==> src/rtl/acq_cnt_pkg.sv <==
package acq_cnt_pkg;
  localparam int STATUS_W      = 16;
  localparam int STAT_RUN_BIT  = 11;
  localparam int STAT_STOP_BIT = 14;
endpackage

==> src/rtl/acq_preload.sv <==
// Latches a total and derives the preload values for the two stages.
module acq_preload #(
  parameter int W = 16
) (
  input  logic           clk,
  input  logic           rst,
  input  logic           load_stb,
  input  logic [2*W-1:0] total,
  output logic [W-1:0]   lo_init,
  output logic [W-1:0]   hi_init,
  output logic           wide,
  output logic           zero
);
  logic [W-1:0] lo_half, hi_half;
  logic         need_wide;

  assign lo_half   = total[W-1:0];
  assign hi_half   = total[2*W-1:W];
  assign need_wide = |hi_half;

  always_ff @(posedge clk) begin
    if (rst) begin
      lo_init <= '0;
      hi_init <= '0;
      wide    <= 1'b0;
      zero    <= 1'b1;
    end else if (load_stb) begin
      wide <= need_wide;
      zero <= (total == '0);
      if (need_wide) begin
        // A low half of zero wraps to all ones here.
        lo_init <= lo_half - 1'b1;
        hi_init <= (lo_half <= W'(1)) ? hi_half : hi_half + 1'b1;
      end else begin
        lo_init <= lo_half;
        hi_init <= '0;
      end
    end
  end
endmodule

==> src/rtl/acq_stage.sv <==
// One down-counting stage. It wraps from 0 to all ones and flags a 1->0 step.
module acq_stage #(
  parameter int W = 16
) (
  input  logic         clk,
  input  logic         rst,
  input  logic         load,
  input  logic [W-1:0] load_val,
  input  logic         dec,
  output logic         hit
);
  logic [W-1:0] count;

  assign hit = dec && (count == W'(1));

  always_ff @(posedge clk) begin
    if (rst)       count <= '0;
    else if (load) count <= load_val;
    else if (dec)  count <= count - 1'b1;
  end
endmodule

==> src/rtl/acq_ctrl.sv <==
// Run control: start qualification, chaining, stop detection and flags.
module acq_ctrl (
  input  logic clk,
  input  logic rst,
  input  logic daq_enable,
  input  logic start_stb,
  input  logic sample_stb,
  input  logic stop_clr,
  input  logic wide_cfg,
  input  logic zero_cfg,
  input  logic lo_hit,
  input  logic hi_hit,
  output logic stage_load,
  output logic lo_dec,
  output logic hi_dec,
  output logic running,
  output logic done_pulse,
  output logic stop_flag
);
  logic wide_run, armed, start_ok, done_evt;

  assign start_ok   = start_stb && daq_enable && !running && !zero_cfg;
  assign stage_load = start_ok;
  assign lo_dec     = running && sample_stb;
  assign hi_dec     = wide_run && lo_hit;
  assign done_evt   = daq_enable && running && sample_stb &&
                      (wide_run ? armed : lo_hit);

  always_ff @(posedge clk) begin
    if (rst) begin
      running    <= 1'b0;
      armed      <= 1'b0;
      wide_run   <= 1'b0;
      done_pulse <= 1'b0;
      stop_flag  <= 1'b0;
    end else begin
      done_pulse <= done_evt;
      if (done_evt)      stop_flag <= 1'b1;
      else if (stop_clr) stop_flag <= 1'b0;

      if (!daq_enable) begin
        running <= 1'b0;
        armed   <= 1'b0;
      end else if (start_ok) begin
        running  <= 1'b1;
        armed    <= 1'b0;
        wide_run <= wide_cfg;
      end else if (done_evt) begin
        running <= 1'b0;
        armed   <= 1'b0;
      end else if (hi_hit) begin
        armed <= 1'b1;
      end
    end
  end
endmodule

==> src/rtl/acq_sample_counter.sv <==
module acq_sample_counter
  import acq_cnt_pkg::*;
#(
  parameter int STAGE_W = 16
) (
  input  logic                 clk,
  input  logic                 rst,
  input  logic [2*STAGE_W-1:0] total,
  input  logic                 load_stb,
  input  logic                 daq_enable,
  input  logic                 start_stb,
  input  logic                 sample_stb,
  input  logic                 stop_clr,
  output logic                 done_pulse,
  output logic                 in_progress,
  output logic                 stop_flag,
  output logic                 wide_mode,
  output logic [STATUS_W-1:0]  status_word
);
  logic [STAGE_W-1:0] lo_init, hi_init;
  logic zero_cfg, stage_load, lo_dec, hi_dec, lo_hit, hi_hit;

  acq_preload #(.W(STAGE_W)) u_pre (
    .clk(clk), .rst(rst), .load_stb(load_stb), .total(total),
    .lo_init(lo_init), .hi_init(hi_init), .wide(wide_mode), .zero(zero_cfg)
  );

  acq_stage #(.W(STAGE_W)) u_lo (
    .clk(clk), .rst(rst), .load(stage_load), .load_val(lo_init),
    .dec(lo_dec), .hit(lo_hit)
  );

  acq_stage #(.W(STAGE_W)) u_hi (
    .clk(clk), .rst(rst), .load(stage_load), .load_val(hi_init),
    .dec(hi_dec), .hit(hi_hit)
  );

  acq_ctrl u_ctrl (
    .clk(clk), .rst(rst), .daq_enable(daq_enable), .start_stb(start_stb),
    .sample_stb(sample_stb), .stop_clr(stop_clr), .wide_cfg(wide_mode),
    .zero_cfg(zero_cfg), .lo_hit(lo_hit), .hi_hit(hi_hit),
    .stage_load(stage_load), .lo_dec(lo_dec), .hi_dec(hi_dec),
    .running(in_progress), .done_pulse(done_pulse), .stop_flag(stop_flag)
  );

  always_comb begin
    status_word = '0;
    status_word[STAT_RUN_BIT]  = in_progress;
    status_word[STAT_STOP_BIT] = stop_flag;
  end
endmodule

==> config.mk <==
export PLATFORM = sky130hd
export DESIGN_NAME = acq_sample_counter
export DESIGN_NICKNAME = d
export VERILOG_FILES = /design/src/rtl/acq_cnt_pkg.sv /design/src/rtl/acq_preload.sv /design/src/rtl/acq_stage.sv /design/src/rtl/acq_ctrl.sv /design/src/rtl/acq_sample_counter.sv
export SDC_FILE = /design/constraint.sdc
export NUM_CORES = 1
export LEC_CHECK = 0
export ABC_CLOCK_PERIOD_IN_PS = 4400
export BUFFER_PORTS_ARGS = -buffer_cell sky130_fd_sc_hd__buf_2
export CORE_MARGIN = 2
export CORE_UTILIZATION = 55
export CTS_CLUSTER_SIZE = 40
export DETAILED_ROUTE_END_ITERATION = 16
export PLACE_DENSITY = 0.77
export SLEW_MARGIN = 15
export SYNTH_ARGS = -nofsm -noshare
export SYNTH_HDL_FRONTEND = slang
export SYNTH_SLANG_ARGS = --single-unit
export TNS_END_PERCENT = 10
==> constraint.sdc <==
create_clock -name clk -period 4.4 [get_ports clk]
set_clock_uncertainty 0.1 [all_clocks]
set_input_delay 1.1 -clock clk [delete_from_list [all_inputs] [get_ports clk]]
set_output_delay 1.1 -clock clk [all_outputs]
set_load 0.02 [all_outputs]
==> run_results.csv, run 1 <==
group,metric,value,unit
status,status,"finished clean",
grt,grt_use_met2,34.9,%
clock_tree,clock_sinks,71,
final_layout,final_cell_mix,"dfxtp_1 (71), o21ai_0 (52), buf_2 (44)",
logic_synthesis,ys.flop_type,"dfxtp_1",
routing,drc,0,
clock_tree,postCtsSetupRepairBufs,0,
logic_synthesis,yosysSeqAreaShare,36.2,%
critical_path,end_kind,"register",
timing,period_share,71.2,%
critical_path,path_class,"input port to register",
routing,viasPerCell,5.86,
logic_synthesis,synth_mux_area_share,1.05,%
grt,grt_usage,23.3,%
clock_tree,cts_buffers,9,
clock_tree,cts_max_level,3,
timing,fin_crit,3.13,ns
place,place_area,4130,sq um
critical_path,worst-endpoint-required,4.56,ns
logic_synthesis,yosysWarnings,0,
timing,setup_ws,1.27,ns
grt,grt_pass1_vias,3147,
routing,antenna_left,0,
logic_synthesis,synth_compound_area_share,21.5,%
clock_tree,cts_hold_buf,0,
timing,hold_viol,0,
logic_synthesis,synthSimpleGateAreaFrac,24.9,%
logic_synthesis,synth-adder-area-share,2.55,%
die,ios,59,
pwr,p_per_area,325,nW/um^2
logic_synthesis,synthCells,483,
final_layout,seqCellArea,1420,sq um
critical_path,critPathLaunch,"total[16]",
die,core_area,6830,sq um
pwr,power_leakage,1.56,nW
final_layout,layout_commonest_cell,"dfxtp_1",
die,fp-row-count,30,
critical_path,cp_max_fo,10,
logic_synthesis,synth.top_cell.area_share,36.2,%
timing,slew_violations,0,
timing,worst_pin_slew,0.901,ns
job,cap_viol_max_count,0,
critical_path,path_cells,"buf_2 -> inv_1 -> ha_1 -> or4b_1 -> o41ai_2 -> nor4_1 -> xnor2_1 -> a211oi_1",
clock_tree,cts_resized,0,
routing,wl,8580,um
final_layout,area_delta_synth_final,10.3,%
place,dpl_worst_slack,0.874,ns
routing,dr_total_vias,3595,
critical_path,worst_setup_path_start_kind,"input port",
grt,grtUsageMet3,4.01,%
final_layout,final_layout_size_suffix_gt1_share,13.7,%
logic_synthesis,synthXorXnorAreaFrac,6.92,%
hold_path,min_path_type,"register to register",
critical_path,cpMaxStageDelayCell,"o41ai_2",
hold_path,hold_start,"u_pre.hi_init[10]",
final_layout,design_area,4330,sq um
grt,antenna_found_initial,0,
final_layout,nets,560,
routing,drt_iter0_markers,331,
grt,grt_pass1_wl,14400,um
pwr,peakVddDrop,0.174,mV
place,io_buffers,44,
timing,rsz0062_at_grt,"false",
timing,setup_viol,0,
clock_tree,clockRootBuffer,"clkbuf_8",
logic_synthesis,synth_top_family_by_area,"simple AND/OR/NAND/NOR gates",
timing,max_freq,319,MHz
die,die-area,7830,sq um
grt,grt_busiest_layer,"met2",
critical_path,cp_top_family,"compound AO/OA/AOI/OAI gates",
routing,first_pass_iters,5,
critical_path,worstReg2RegStart,"u_lo.count[3]",
timing,fin_tns_setup,0,ns
final_layout,multi_input_area,2290,sq um
place,dp_hpwl,6310,um
routing,post_drt_wl_per_cell,14.0,um
critical_path,critPathArrivalTime,3.29,ns
place,gp_congestion,0.856,
logic_synthesis,syn_avg_cell_area,8.13,sq um
final_layout,fillers,622,
pwr,power,1.41,mW
die,initial_core_util,57.5,%
timing,relSlewSlack,39.7,%
logic_synthesis,synth.distinct_cells,54,
logic_synthesis,syn_area,3930,sq um
die,fp.dieH,88.5,um
critical_path,critPathBufInv,2,
logic_synthesis,synth_area_leaders,"dfxtp_1 (36%), o21ai_0 (6.6%), nor2_1 (3.9%), xor2_1 (3.8%), nand2_1 (3.7%)",
clock_tree,clkTransAtPathRegs,0.08,ns
grt,grt_start_max_net_pins,39,
clock_tree,tritoncts,"yes",
critical_path,cp_slowest_stage_delay,0.80,ns
logic_synthesis,synth_seq_cells,71,
final_layout,antenna_cells,0,
clock_tree,worstSkewPairLatency,0.35,ns
logic_synthesis,yosysTopAreaCell,"dfxtp_1",
grt,grtUsageMet1,33.7,%
grt,grt_overflow,0,
logic_synthesis,synth-edff-count,0,
logic_synthesis,async_flop_share,0,%
clock_tree,cts_buffer_depth,2,
die,die_w,88.5,um
per-layer routing:
layer	wire length (um)	part of all wire (%)
met5	0	0
met4	149	1.7
met3	478	5.6
met2	3650	43
met1	4300	50
path summary, 6_finish.rpt:
path,endpoint,slack (ns),cells after the start
hold reg to reg,u_pre.hi_init[10],0.35,2
hold / removal,u_pre.hi_init[10],0.35,2
setup / recovery,u_pre.lo_init[11],1.27,8
setup reg to reg,u_hi.count[10],1.81,5
cell families after synthesis:
kind of cell,after synthesis
mux,4
flops,71
buf+inv,54
compound gates,130
other cells,1
simple gates,184
fa+ha+maj,8
xor+xnor,31
cell type report:
class,instances,share of cell area (%)
Sequential cell,71,32.8
Tap cell,96,2.78
Inverter,13,1.13
Clock buffer,9,2.86
Clock inverter,7,1.82
Timing Repair Buffer,47,5.61
Multi-Input combinational cell,371,53.0
worst reg2reg max path: stages, from the launching register on:
cell and delay [ns]:
dfxtp_1 0.35, or4_1 0.70, nor4_4 0.36, nand4_1 0.35, or4_1 0.49, a31oi_1 0.16
flip-flops by register name (all words and copies together) (netlist names):
| signal | count |
|---|---|
| u_ctrl.done_pulse | 1 |
| u_pre.wide | 1 |
| u_pre.zero | 1 |
| u_lo.count | 16 |
| u_ctrl.armed | 1 |
| u_ctrl.running | 1 |
| u_ctrl.wide_run | 1 |
| u_pre.lo_init | 16 |
| u_hi.count | 16 |
| u_ctrl.stop_flag | 1 |
| u_pre.hi_init | 16 |
through the flow:
step / util, % / hold WS (ns) / cells
6_report: 63.4 / 0.353 / 614
5_1_grt: 63.4 / 0.392 / 614
4_1_cts: 63.4 / 0.360 / 614
3_5_place_dp: 60.4 / 0.342 / 598
3_3_place_gp: 60.4 / 0.333 / 598
2_1_floorplan: - / 0.320 / 496
where the power goes:
| group | switching, mW | total, mW | internal [mW] |
|---|---|---|---|
| Clock | 0.261 | 0.529 | 0.269 |
| Combinational | 0.111 | 0.178 | 0.0673 |
| Sequential | 0.0249 | 0.699 | 0.674 |
| Total | 0.396 | 1.41 | 1.01 |
Yosys cell counts (2+ instances only):
master and n:
nor3_1 15, o41ai_2 2, o311ai_0 2, nand3b_1 2, buf_4 16, nand3_1 15
ha_1 8, dfxtp_1 71, a221oi_1 4, o211ai_1 8, a31oi_1 17, clkbuf_1 23
nor2_1 41, o31ai_1 5, a21oi_1 11, xnor2_1 14, o21ai_0 52, a211oi_1 10
nand2b_1 3, mux2i_1 3, inv_1 13, nor3b_1 2, nor2b_1 2, or3_1 19
nor4_1 10, nand4_1 8, nand2_1 39, xor2_1 17, or4_1 14, and4_1 2
a311oi_1 5, o2111ai_1 5, buf_2 2, and3_1 3
Power figures use the tool's default switching activity.
==> run 2, diff against run 1 <==
ABC_CLOCK_PERIOD_IN_PS = 2900   (was 4400)
clock period = 2.9 ns   (was 4.4 ns; I/O delays follow)
==> run 2 against run 1 <==
Compared with the run above:
- via count grew 2.6%
- highest routed layer unchanged
- critical endpoint is now u_hi.count[10]
- hold slack lost 0.0017 ns
- clock power grew 120%
==> run_results.csv, run 2 (same netlist as run 1, synthesis figures left out) <==
group,metric,value,unit
status,status,"finished clean",
clock_tree,cts_buffers,9,
critical_path,cp_top_family,"simple AND/OR/NAND/NOR gates",
die,fp-row-count,30,
place,dp_hpwl,6660,um
timing,fin_crit,2.62,ns
routing,dr_total_vias,3690,
die,die-area,7830,sq um
routing,post_drt_wl_per_cell,14.8,um
pwr,switching_share,23.4,%
pwr,p_sw,0.580,mW
critical_path,cp_max_fo,9,
grt,grt_start_max_net_pins,39,
clock_tree,postCtsSetupRepairBufs,0,
place,io_buffers,44,
clock_tree,clkTransAtPathRegs,0.08,ns
critical_path,cpMaxStageDelayCell,"or4_1",
grt,grt_usage,24.9,%
hold_path,min_path_type,"register to register",
grt,grt_pass1_vias,3376,
critical_path,cp_slowest_stage_delay,0.72,ns
place,dpl.cell_count,607,
critical_path,rr_endpoint,"u_hi.count[10]",
critical_path,reg2reg_slack,0.28,ns
place,dpl_worst_slack,0.0104,ns
timing,setup_viol,0,
final_layout,fin_cells,623,
timing,timing.hold.ws,0.351,ns
clock_tree,cts_buffer_depth,2,
grt,antenna_found_initial,0,
critical_path,path_cells,"or4_1 -> nor4_4 -> nand4_1 -> or4_1 -> a31oi_1",
die,fp.dieH,88.5,um
timing,worst_pin_slew,0.917,ns
critical_path,worst-endpoint-required,3.08,ns
routing,wl,9190,um
pwr,power,2.48,mW
die,core_area,6830,sq um
critical_path,worstReg2RegStart,"u_lo.count[3]",
pwr,p_per_area,552,nW/um^2
critical_path,critPathBufInv,0,
grt,grt_overflow,0,
critical_path,rr_worst_depth,5,
pwr,clkPwrFrac,45.9,%
clock_tree,cts_max_level,3,
final_layout,fin_util,65.7,%
timing,fin_tns_setup,0,ns
grt,grt_pass1_wl,15500,um
place,gp_congestion,0.846,
final_layout,layout_commonest_cell,"dfxtp_1",
timing,rsz0062_at_grt,"false",
clock_tree,clock_sinks,71,
critical_path,end_kind,"register",
critical_path,worst_setup_path_start_kind,"register",
timing,slew_violations,0,
critical_path,critPathLaunch,"u_lo.count[3]",
die,die_w,88.5,um
die,initial_core_util,57.5,%
final_layout,design_area,4490,sq um
critical_path,path_class,"register to register",
critical_path,worst-path-stages,5,
routing,antenna_left,0,
final_layout,final_layout_size_suffix_gt1_share,15.2,%
timing,hold_viol,0,
clock_tree,cts_resized,0,
timing,setup_ws,0.277,ns
place,place_area,4190,sq um
routing,viasPerCell,5.92,
timing,period_share,90.4,%
clock_tree,cts_hold_buf,0,
pwr,p_seq_share,42.9,%
pwr,cellInternalPower,1.90,mW
clock_tree,tritoncts,"yes",
clock_tree,worstSkewPairLatency,0.35,ns
timing,max_freq,381,MHz
pwr,power_leakage,1.65,nW
pwr,comb_power_share,11.3,%
routing,drt_iter0_markers,247,
job,cap_viol_max_count,0,
timing,relSlewSlack,38.7,%
routing,drc,0,
critical_path,critPathArrivalTime,2.80,ns
critical_path,endpoint,"u_hi.count[10]",
final_layout,antenna_cells,0,
clock_tree,clockRootBuffer,"clkbuf_8",
pwr,peakVddDrop,0.255,mV
routing,first_pass_iters,4,
critical_path,crit_path_frequent_cell,"or4_1",
final_layout,area_delta_synth_final,14.3,%
final_layout,final_cell_mix,"dfxtp_1 (71), o21ai_0 (52), buf_2 (44)",
final_layout,nets,569,
die,ios,59,
run 2: cell types whose count changed in the layout (fill, tap and decap cells not counted):
| cell | change |
|---|---|
| bufinv_16 | +4 |
| clkbuf_8 | +1 |
| clkinv_4 | -2 |
| inv_6 | -3 |
| buf_4 | +9 |
run 2: worst min-delay path by stage:
stage / start / to / cells after the start
4_1_cts: u_pre.hi_init[11] / u_pre.hi_init[11] / 2
3_5_place_dp: u_pre.hi_init[0] / u_pre.hi_init[0] / 2
2_1_floorplan: u_pre.hi_init[0] / u_pre.hi_init[0] / 2
6_report: u_pre.hi_init[0] / u_pre.hi_init[0] / 2
5_1_grt: u_pre.hi_init[11] / u_pre.hi_init[11] / 2
3_3_place_gp: u_pre.hi_init[12] / u_pre.hi_init[12] / 2
run 2: power by group through the flow:
stage	Clock, mW	Combinational (mW)	Sequential (mW)
3_5_place_dp	0	0.276	1.08
6_report	1.14	0.279	1.06
3_3_place_gp	0	0.267	1.08
4_1_cts	1.15	0.277	1.06
2_1_floorplan	0	0.202	1.07
5_1_grt	1.19	0.314	1.07
run 2: area by class of cell:
| type | count | area, sq um |
|---|---|---|
| Clock buffer | 10 | 138 |
| Clock inverter | 6 | 155 |
| Fill cell | 607 | 2350 |
| Inverter | 13 | 48.8 |
| Multi-Input combinational cell | 371 | 2290 |
| Sequential cell | 71 | 1420 |
| Tap cell | 96 | 120 |
| Timing Repair Buffer | 56 | 310 |
run 2: worst reg2reg max path, stage by stage (launching register included):
cell     delay [ns]
dfxtp_1        0.37
or4_1          0.72
nor4_4         0.36
nand4_1        0.35
or4_1          0.49
a31oi_1        0.16
run 2: per-layer routing:
layer,track usage [%],routed length [um],share of wire [%]
met1,36.4,4580,50
met2,36.5,4010,44
met3,2.89,426,4.6
met4,11.8,176,1.9
met5,0,0,0
